**config.mk**
```make
export PLATFORM = sky130hd
export DESIGN_NAME = dbg_run_ctrl
export DESIGN_NICKNAME = d
export VERILOG_FILES = /design/src/rtl/dbg_rc_pkg.sv /design/src/rtl/rc_pending_cmd.sv /design/src/rtl/rc_inflight.sv /design/src/rtl/rc_dirty.sv /design/src/rtl/dbg_run_ctrl.sv
export SDC_FILE = /design/constraint.sdc
export NUM_CORES = 1
export LEC_CHECK = 0
export BUFFER_PORTS_ARGS = -buffer_cell sky130_fd_sc_hd__buf_2
export CAP_MARGIN = 5
export CELL_PAD_IN_SITES_DETAIL_PLACEMENT = 1
export CELL_PAD_IN_SITES_GLOBAL_PLACEMENT = 1
export CORE_MARGIN = 2
export CORE_UTILIZATION = 40
export CTS_BUF_LIST = sky130_fd_sc_hd__clkbuf_4 sky130_fd_sc_hd__clkbuf_8
export DETAILED_ROUTE_END_ITERATION = 8
export PLACE_DENSITY = 0.87
export SLEW_MARGIN = 20
export SYNTH_ARGS = -nofsm -noshare
export SYNTH_HDL_FRONTEND = slang
export SYNTH_SLANG_ARGS = --single-unit
```
**constraint.sdc**
```tcl
create_clock -name clk -period 3.85 [get_ports clk]
set_input_delay 0.77 -clock clk [delete_from_list [all_inputs] [get_ports clk]]
set_output_delay 0.77 -clock clk [all_outputs]
set_load 0.005 [all_outputs]
```
**src/rtl/dbg_rc_pkg.sv**
```systemverilog
// Shared encodings for the debug run-control unit.
package dbg_rc_pkg;

    // Command codes presented on the cmd port.
    typedef enum logic [1:0] {
        CMD_NONE  = 2'b00,
        CMD_START = 2'b01,
        CMD_STOP  = 2'b10,
        CMD_STEP  = 2'b11
    } rc_cmd_e;

    // Internal control states.
    typedef enum logic [2:0] {
        S_RUN,
        S_DRAIN,
        S_HALT,
        S_FLUSH,
        S_STEP
    } rc_state_e;

    // Status codes seen by the debugger.
    localparam logic [1:0] ST_RUNNING  = 2'b00;
    localparam logic [1:0] ST_STOPPING = 2'b01;
    localparam logic [1:0] ST_STOPPED  = 2'b10;

endpackage

```
**src/rtl/rc_pending_cmd.sv**
```systemverilog
// Holds one command received while the pipeline drains.
// Assumes: the owner asserts consume in the cycle the command is acted on.
// A new capture overwrites an older one (the latest wins).
module rc_pending_cmd
    import dbg_rc_pkg::*;
(
    input  logic    clk,
    input  logic    rst_n,
    input  logic    capture,
    input  rc_cmd_e cmd_in,
    input  logic    consume,
    output logic    pend_valid,
    output rc_cmd_e pend_cmd
);

    // Capture a non-empty command, or drop it once consumed.
    always_ff @(posedge clk) begin
        if (!rst_n) begin
            pend_valid <= 1'b0;
            pend_cmd   <= CMD_NONE;
        end else if (capture && cmd_in != CMD_NONE) begin
            pend_valid <= 1'b1;
            pend_cmd   <= cmd_in;
        end else if (consume) begin
            pend_valid <= 1'b0;
            pend_cmd   <= CMD_NONE;
        end
    end

endmodule

```
**src/rtl/rc_inflight.sv**
```systemverilog
// Counts instructions that are issued but not yet retired.
// Assumes: a retire never arrives for an instruction that was not counted.
// Saturates at MAX and never goes below zero.
module rc_inflight #(
    parameter int MAX = 4,
    localparam int CW = $clog2(MAX + 1)
) (
    input  logic          clk,
    input  logic          rst_n,
    input  logic          inc,
    input  logic          dec,
    output logic [CW-1:0] count,
    output logic          empty
);

    logic do_inc;
    logic do_dec;

    // Guard against running past either end of the counter.
    always_comb begin
        do_inc = inc && (count != CW'(MAX));
        do_dec = dec && (count != '0);
    end

    // Apply the net change of issue and retire for this cycle.
    always_ff @(posedge clk) begin
        if (!rst_n) begin
            count <= '0;
        end else if (do_inc && !do_dec) begin
            count <= count + 1'b1;
        end else if (do_dec && !do_inc) begin
            count <= count - 1'b1;
        end
    end

    // Flag an empty pipeline.
    assign empty = (count == '0);

endmodule

```
**src/rtl/rc_dirty.sv**
```systemverilog
// Records that the debugger changed architectural state.
// Assumes: a mark in the same cycle as a clear wins, so a fresh write is kept.
module rc_dirty (
    input  logic clk,
    input  logic rst_n,
    input  logic mark,
    input  logic clear,
    output logic dirty
);

    // Set on a write strobe, cleared by a completed flush.
    always_ff @(posedge clk) begin
        if (!rst_n) begin
            dirty <= 1'b0;
        end else if (mark) begin
            dirty <= 1'b1;
        end else if (clear) begin
            dirty <= 1'b0;
        end
    end

endmodule

```
**src/rtl/dbg_run_ctrl.sv**
```systemverilog
// Debug run-control unit: sequences resume, halt and single-step, and
// reports a stopping status until the pipeline drains.
// Assumes: issue_fire is meaningful only while issue_en is high, and retire
// pulses once per accepted instruction.
module dbg_run_ctrl
    import dbg_rc_pkg::*;
#(
    parameter int MAX_INFLIGHT = 4,
    localparam int CNT_W = $clog2(MAX_INFLIGHT + 1)
) (
    input  logic       clk,
    input  logic       rst_n,
    input  logic [1:0] cmd,
    input  logic       state_wr,
    input  logic       issue_fire,
    input  logic       retire,
    input  logic       flush_ack,
    output logic       issue_en,
    output logic       flush_req,
    output logic [1:0] status
);

    rc_state_e        state_q, state_d;
    logic             resume_step_q, resume_step_d;
    rc_cmd_e          cmd_now;
    rc_cmd_e          halt_cmd;
    logic             pend_valid;
    rc_cmd_e          pend_cmd;
    logic [CNT_W-1:0] inflight_cnt;
    logic             pipe_empty;
    logic             dirty;
    logic             step_phase;

    assign cmd_now    = rc_cmd_e'(cmd);
    assign step_phase = (state_q == S_STEP);

    rc_pending_cmd u_pend (
        .clk        (clk),
        .rst_n      (rst_n),
        .capture    (state_q == S_DRAIN),
        .cmd_in     (cmd_now),
        .consume    (state_q == S_HALT),
        .pend_valid (pend_valid),
        .pend_cmd   (pend_cmd)
    );

    rc_inflight #(.MAX(MAX_INFLIGHT)) u_cnt (
        .clk   (clk),
        .rst_n (rst_n),
        .inc   (issue_en && issue_fire),
        .dec   (retire),
        .count (inflight_cnt),
        .empty (pipe_empty)
    );

    rc_dirty u_dirty (
        .clk   (clk),
        .rst_n (rst_n),
        .mark  (state_wr),
        .clear (state_q == S_FLUSH && flush_ack),
        .dirty (dirty)
    );

    // Command seen in the halted state: a live one beats a held one.
    always_comb begin
        if (cmd_now != CMD_NONE) begin
            halt_cmd = cmd_now;
        end else if (pend_valid) begin
            halt_cmd = pend_cmd;
        end else begin
            halt_cmd = CMD_NONE;
        end
    end

    // Next-state logic of the run-control sequencer.
    always_comb begin
        state_d       = state_q;
        resume_step_d = resume_step_q;
        unique case (state_q)
            S_RUN: begin
                if (cmd_now == CMD_STOP || cmd_now == CMD_STEP) begin
                    state_d = S_DRAIN;
                end
            end
            S_DRAIN: begin
                if (pipe_empty) begin
                    state_d = S_HALT;
                end
            end
            S_HALT: begin
                if (halt_cmd == CMD_START) begin
                    state_d       = dirty ? S_FLUSH : S_RUN;
                    resume_step_d = 1'b0;
                end else if (halt_cmd == CMD_STEP) begin
                    state_d       = dirty ? S_FLUSH : S_STEP;
                    resume_step_d = 1'b1;
                end
            end
            S_FLUSH: begin
                if (flush_ack) begin
                    state_d = resume_step_q ? S_STEP : S_RUN;
                end
            end
            S_STEP: begin
                if (cmd_now == CMD_STOP || issue_fire) begin
                    state_d = S_DRAIN;
                end
            end
            default: state_d = S_HALT;
        endcase
    end

    // State registers; reset lands in the halted state.
    always_ff @(posedge clk) begin
        if (!rst_n) begin
            state_q       <= S_HALT;
            resume_step_q <= 1'b0;
        end else begin
            state_q       <= state_d;
            resume_step_q <= resume_step_d;
        end
    end

    // Output decode from the registered state.
    always_comb begin
        issue_en  = (state_q == S_RUN) || (state_q == S_STEP);
        flush_req = (state_q == S_FLUSH);
        unique case (state_q)
            S_DRAIN: status = ST_STOPPING;
            S_HALT:  status = ST_STOPPED;
            default: status = ST_RUNNING;
        endcase
    end

endmodule

```
==> Implementation_results.wiki <==
{| class="wikitable"
! Metric !! Value
|-
| Status || finished clean
|-
| Total of warnings raised by yosys || 0
|-
| Source-to-sink clock delay at the later pin of the worst-skew pair || 0.26 ns
|-
| Sequential share of the synthesized area || 0.369
|-
| Setup Buffers After CTS || 0
|-
| Clock net sink count || 11
|-
| Die Outline Area || approximately 1800 um^2
|-
| CP arrival || roughly 1.4 ns
|-
| Wire length of the first global-routing pass || 2290 um
|-
| Total I/O pin count || 12
|-
| Number of design rule violations left after detail routing || 0
|-
| Crit path time final || approximately 2.2 ns
|-
| Maximum number of pins on one net before global-route repair || 10
|-
| Share of async-settable or async-resettable flops after synthesis || 0
|-
| Tot GR Track Use || 0.168
|-
| Cell class contributing the biggest share of worst-path delay || simple AND/OR/NAND/NOR gates
|-
| Portion of synthesized cell area occupied by the leading cell type || 0.369
|-
| Final HPWL DP || 1060 um
|-
| Top flip-flop cell by instance count after synthesis || sky130_fd_sc_hd__dfxtp_1
|-
| Post-synthesis cell type with the largest combined area || sky130_fd_sc_hd__dfxtp_1
|-
| Proportion of layout cells with a drive suffix above 1 || 0.217
|-
| Power density over the cells || 754 nW/um^2
|-
| Setup violators final || 0
|-
| Ordered cell list for the critical path || or3b_1 -> inv_4 -> buf_2
|-
| Quantity of hold-fixing buffers added after cts || 0
|-
| Worst setup path class || reg -> out
|-
| Number of instances in the synthesized netlist || 69
|-
| Critical path's largest stage delay || 0.51 ns
|-
| Clock Root Buffer || sky130_fd_sc_hd__clkbuf_4
|-
| Die outline width || 42.6 um
|-
| Synthesized flop and latch total || 11
|-
| Max-slew headroom || 0.660
|-
| Avg WL per Cell || 13.7 um
|-
| Post-layout worst setup margin || 1.67 ns
|-
| NumNets Final || 94
|-
| Kind of capture point of the worst setup path || primary output
|-
| Worst setup SP type || flop
|-
| Overall overflow remaining after global route || 0
|-
| Area grow syn2layout || 15.5%
|-
| Number of flops mapped to enable cells by yosys || 0
|-
| Synthesized area divided by synthesized cell count || 8.65 um^2
|-
| Endpoints failing hold || 0
|-
| Remaining antenna violation count after routing || 0
|-
| CP required || 3.08 ns
|-
| Count of max-cap constraint violations || 0
|-
| Iteration-0 DRC count of the detailed router || 9
|-
| Power after layout || between 0.0005 and 0.0006 W
|-
| Final Non-Filler Cells || 98
|-
| Clock-pin transition on the worst setup and hold timing paths || 0.07 ns
|-
| Number of cell rows || 13
|-
| Top area cells in the synthesized netlist || sky130_fd_sc_hd__dfxtp_1 (37%), sky130_fd_sc_hd__a21oi_1 (6.7%), sky130_fd_sc_hd__nand2_1 (5.0%)
|-
| Detailed-router iteration count before antenna repair || 4
|-
| Post-synthesis instance area || 597 um^2
|-
| Post-CTS Resized || 0
|-
| Placer Congestion || 0.782
|-
| Die Y-Extent || 42.6 um
|-
| Synth top cells by count || sky130_fd_sc_hd__dfxtp_1 (11), sky130_fd_sc_hd__a21oi_1 (8), sky130_fd_sc_hd__nand2_1 (8)
|-
| Area inside the core boundary || 1350 um^2
|-
| Most frequent cell after synthesis || sky130_fd_sc_hd__dfxtp_1
|-
| Count of placed standard cells including taps || 94
|-
| Number of buffer and inverter stages on the critical path || 2
|-
| Maximum level of the CTS H-tree || 1
|-
| Unrepaired setup endpoints after global routing || false
|-
| Tcrit/Tclk final || 0.567
|-
| Startpoint of the most critical hold path || u_pend.pend_cmd[1]$_SDFFE_PN0P_
|-
| Sum of routed wire length over all layers || 1340 um
|-
| Via density per instance || 5.64
|-
| Launch point of the worst path || state_q[1]$_SDFFE_PN1P_
|-
| Initial Util || 0.442
|-
| Syn_nets || a little under 80
|-
| Worst reg2reg startpoint || u_cnt.count[0]$_SDFFE_PN0P_
|-
| Number of buffers added by the clock tree synthesis step || 3
|-
| Worst Max-Slew Pin Slew || 0.509 ns
|-
| Final total negative setup slack || 0 ns
|-
| Number of vias in the routed layout || 553
|-
| Crit path max fanout || 6
|-
| Pins over their slew limit || 0
|-
| Netlist cell types || 31
|-
| Vias in the first global route || 534
|-
| Maximum operating frequency || 458 MHz
|-
| Cell with the largest stage delay on the worst path || sky130_fd_sc_hd__or3b_1
|-
| Ant. Diodes || 0
|-
| Worst min-delay path category || reg -> reg
|-
| Clock tree from TritonCTS || built
|-
| Worst setup slack after placement || approximately 1.5 ns
|-
| Antenna violations before repair || 0
|-
| Peak VDD IR || 355 uV
|-
| Leakage || 0.297 nW
|-
| Largest clock skew in the final design || 0.00145 ns
|-
| Buffers on Ports || 11
|-
| Maximum clock path buffer count || 2
|}
==> worst paths after layout <==
path / end / slack [ns] / cells past startpoint
hold reg to reg: u_pend.pend_cmd[1]$_SDFFE_PN0P_ / 0.47 / 2
hold / removal: u_pend.pend_cmd[1]$_SDFFE_PN0P_ / 0.47 / 2
setup / recovery: status[1] / 1.67 / 3
setup reg to reg: u_cnt.count[2]$_SDFFE_PN0P_ / 1.72 / 8
==> area by class of cell <==
| cell class | instances | area [um^2] |
|---|---|---|
| well taps | 15 | 18.8 |
| clock buffers | 4 | 30.0 |
| inverters | 5 | 21.3 |
| repair buffers | 11 | 55.1 |
| flip-flops and latches | 11 | 220 |
| fillers | 180 | 661 |
| multi-input cells | 52 | 344 |
==> stage by stage <==
stage / area [um^2] / utilization / hold slack [ns]
final: 689 / 0.511 / 0.472
after global routing: 689 / 0.511 / 0.508
after CTS: 689 / 0.511 / 0.481
after detailed placement: 659 / 0.488 / 0.470
after global placement: 659 / 0.488 / 0.458
after floorplan: 597 / - / 0.443
==> state kept, by name (all words and copies together), names as in the netlist <==
name               flops
u_pend.pend_cmd        2
u_pend.pend_valid      1
u_cnt.count            3
state_q                3
resume_step_q          1
u_dirty.dirty          1
==> cell usage in the layout, fill, tap and decap left out, types with 2 or more instances in the layout <==
cell type	instances
sky130_fd_sc_hd__o21ai_0	2
sky130_fd_sc_hd__or3_1	2
sky130_fd_sc_hd__nand2_1	8
sky130_fd_sc_hd__nand3_1	2
sky130_fd_sc_hd__xor2_1	2
sky130_fd_sc_hd__nor3b_1	2
sky130_fd_sc_hd__nor2_1	6
sky130_fd_sc_hd__nand3b_1	2
sky130_fd_sc_hd__o21bai_1	2
sky130_fd_sc_hd__buf_2	11
sky130_fd_sc_hd__dfxtp_1	11
sky130_fd_sc_hd__inv_1	3
sky130_fd_sc_hd__clkbuf_4	4
sky130_fd_sc_hd__a21oi_1	8
==> where the power goes <==
| group | leakage, nW | internal, W | switching [W] |
|---|---|---|---|
| clock network | 0.0184 | 0.0000471 | 0.0000364 |
| logic | 0.188 | 0.000118 | 0.000133 |
| registers | 0.0905 | 0.000146 | 0.0000399 |
| total | 0.297 | 0.000311 | 0.000209 |
==> cell families (layout without fill, tap and decap cells) <==
logic type,count (synthesis),in the layout,share of synthesized area
compound gates,21,21,0.249
xor+xnor,2,2,0.0294
fa+ha+maj,2,2,0.0545
buf+inv,6,20,0.0545
flops,11,11,0.369
mux,1,1,0.0168
simple gates,26,26,0.226
==> layer usage <==
metal | track usage | vias up | share of wire
li1 | - | 277 | -
met1 | 0.210 | 257 | 0.44
met2 | 0.270 | 19 | 0.49
met3 | 0.0776 | 0 | 0.069
met4 | 0.0188 | 0 | 0
met5 | 0 | - | 0
==> worst register-to-register path: stages (launching register included) <==
cell	delay (ns)
sky130_fd_sc_hd__dfxtp_1	0.36
sky130_fd_sc_hd__or3_1	0.42
sky130_fd_sc_hd__nand2_1	0.09
sky130_fd_sc_hd__ha_1	0.18
sky130_fd_sc_hd__inv_1	0.06
sky130_fd_sc_hd__fa_1	0.37
sky130_fd_sc_hd__xor2_1	0.16
sky130_fd_sc_hd__or3_1	0.30
sky130_fd_sc_hd__a21oi_1	0.13
No activity file was read; power rests on OpenSTA's default activity.
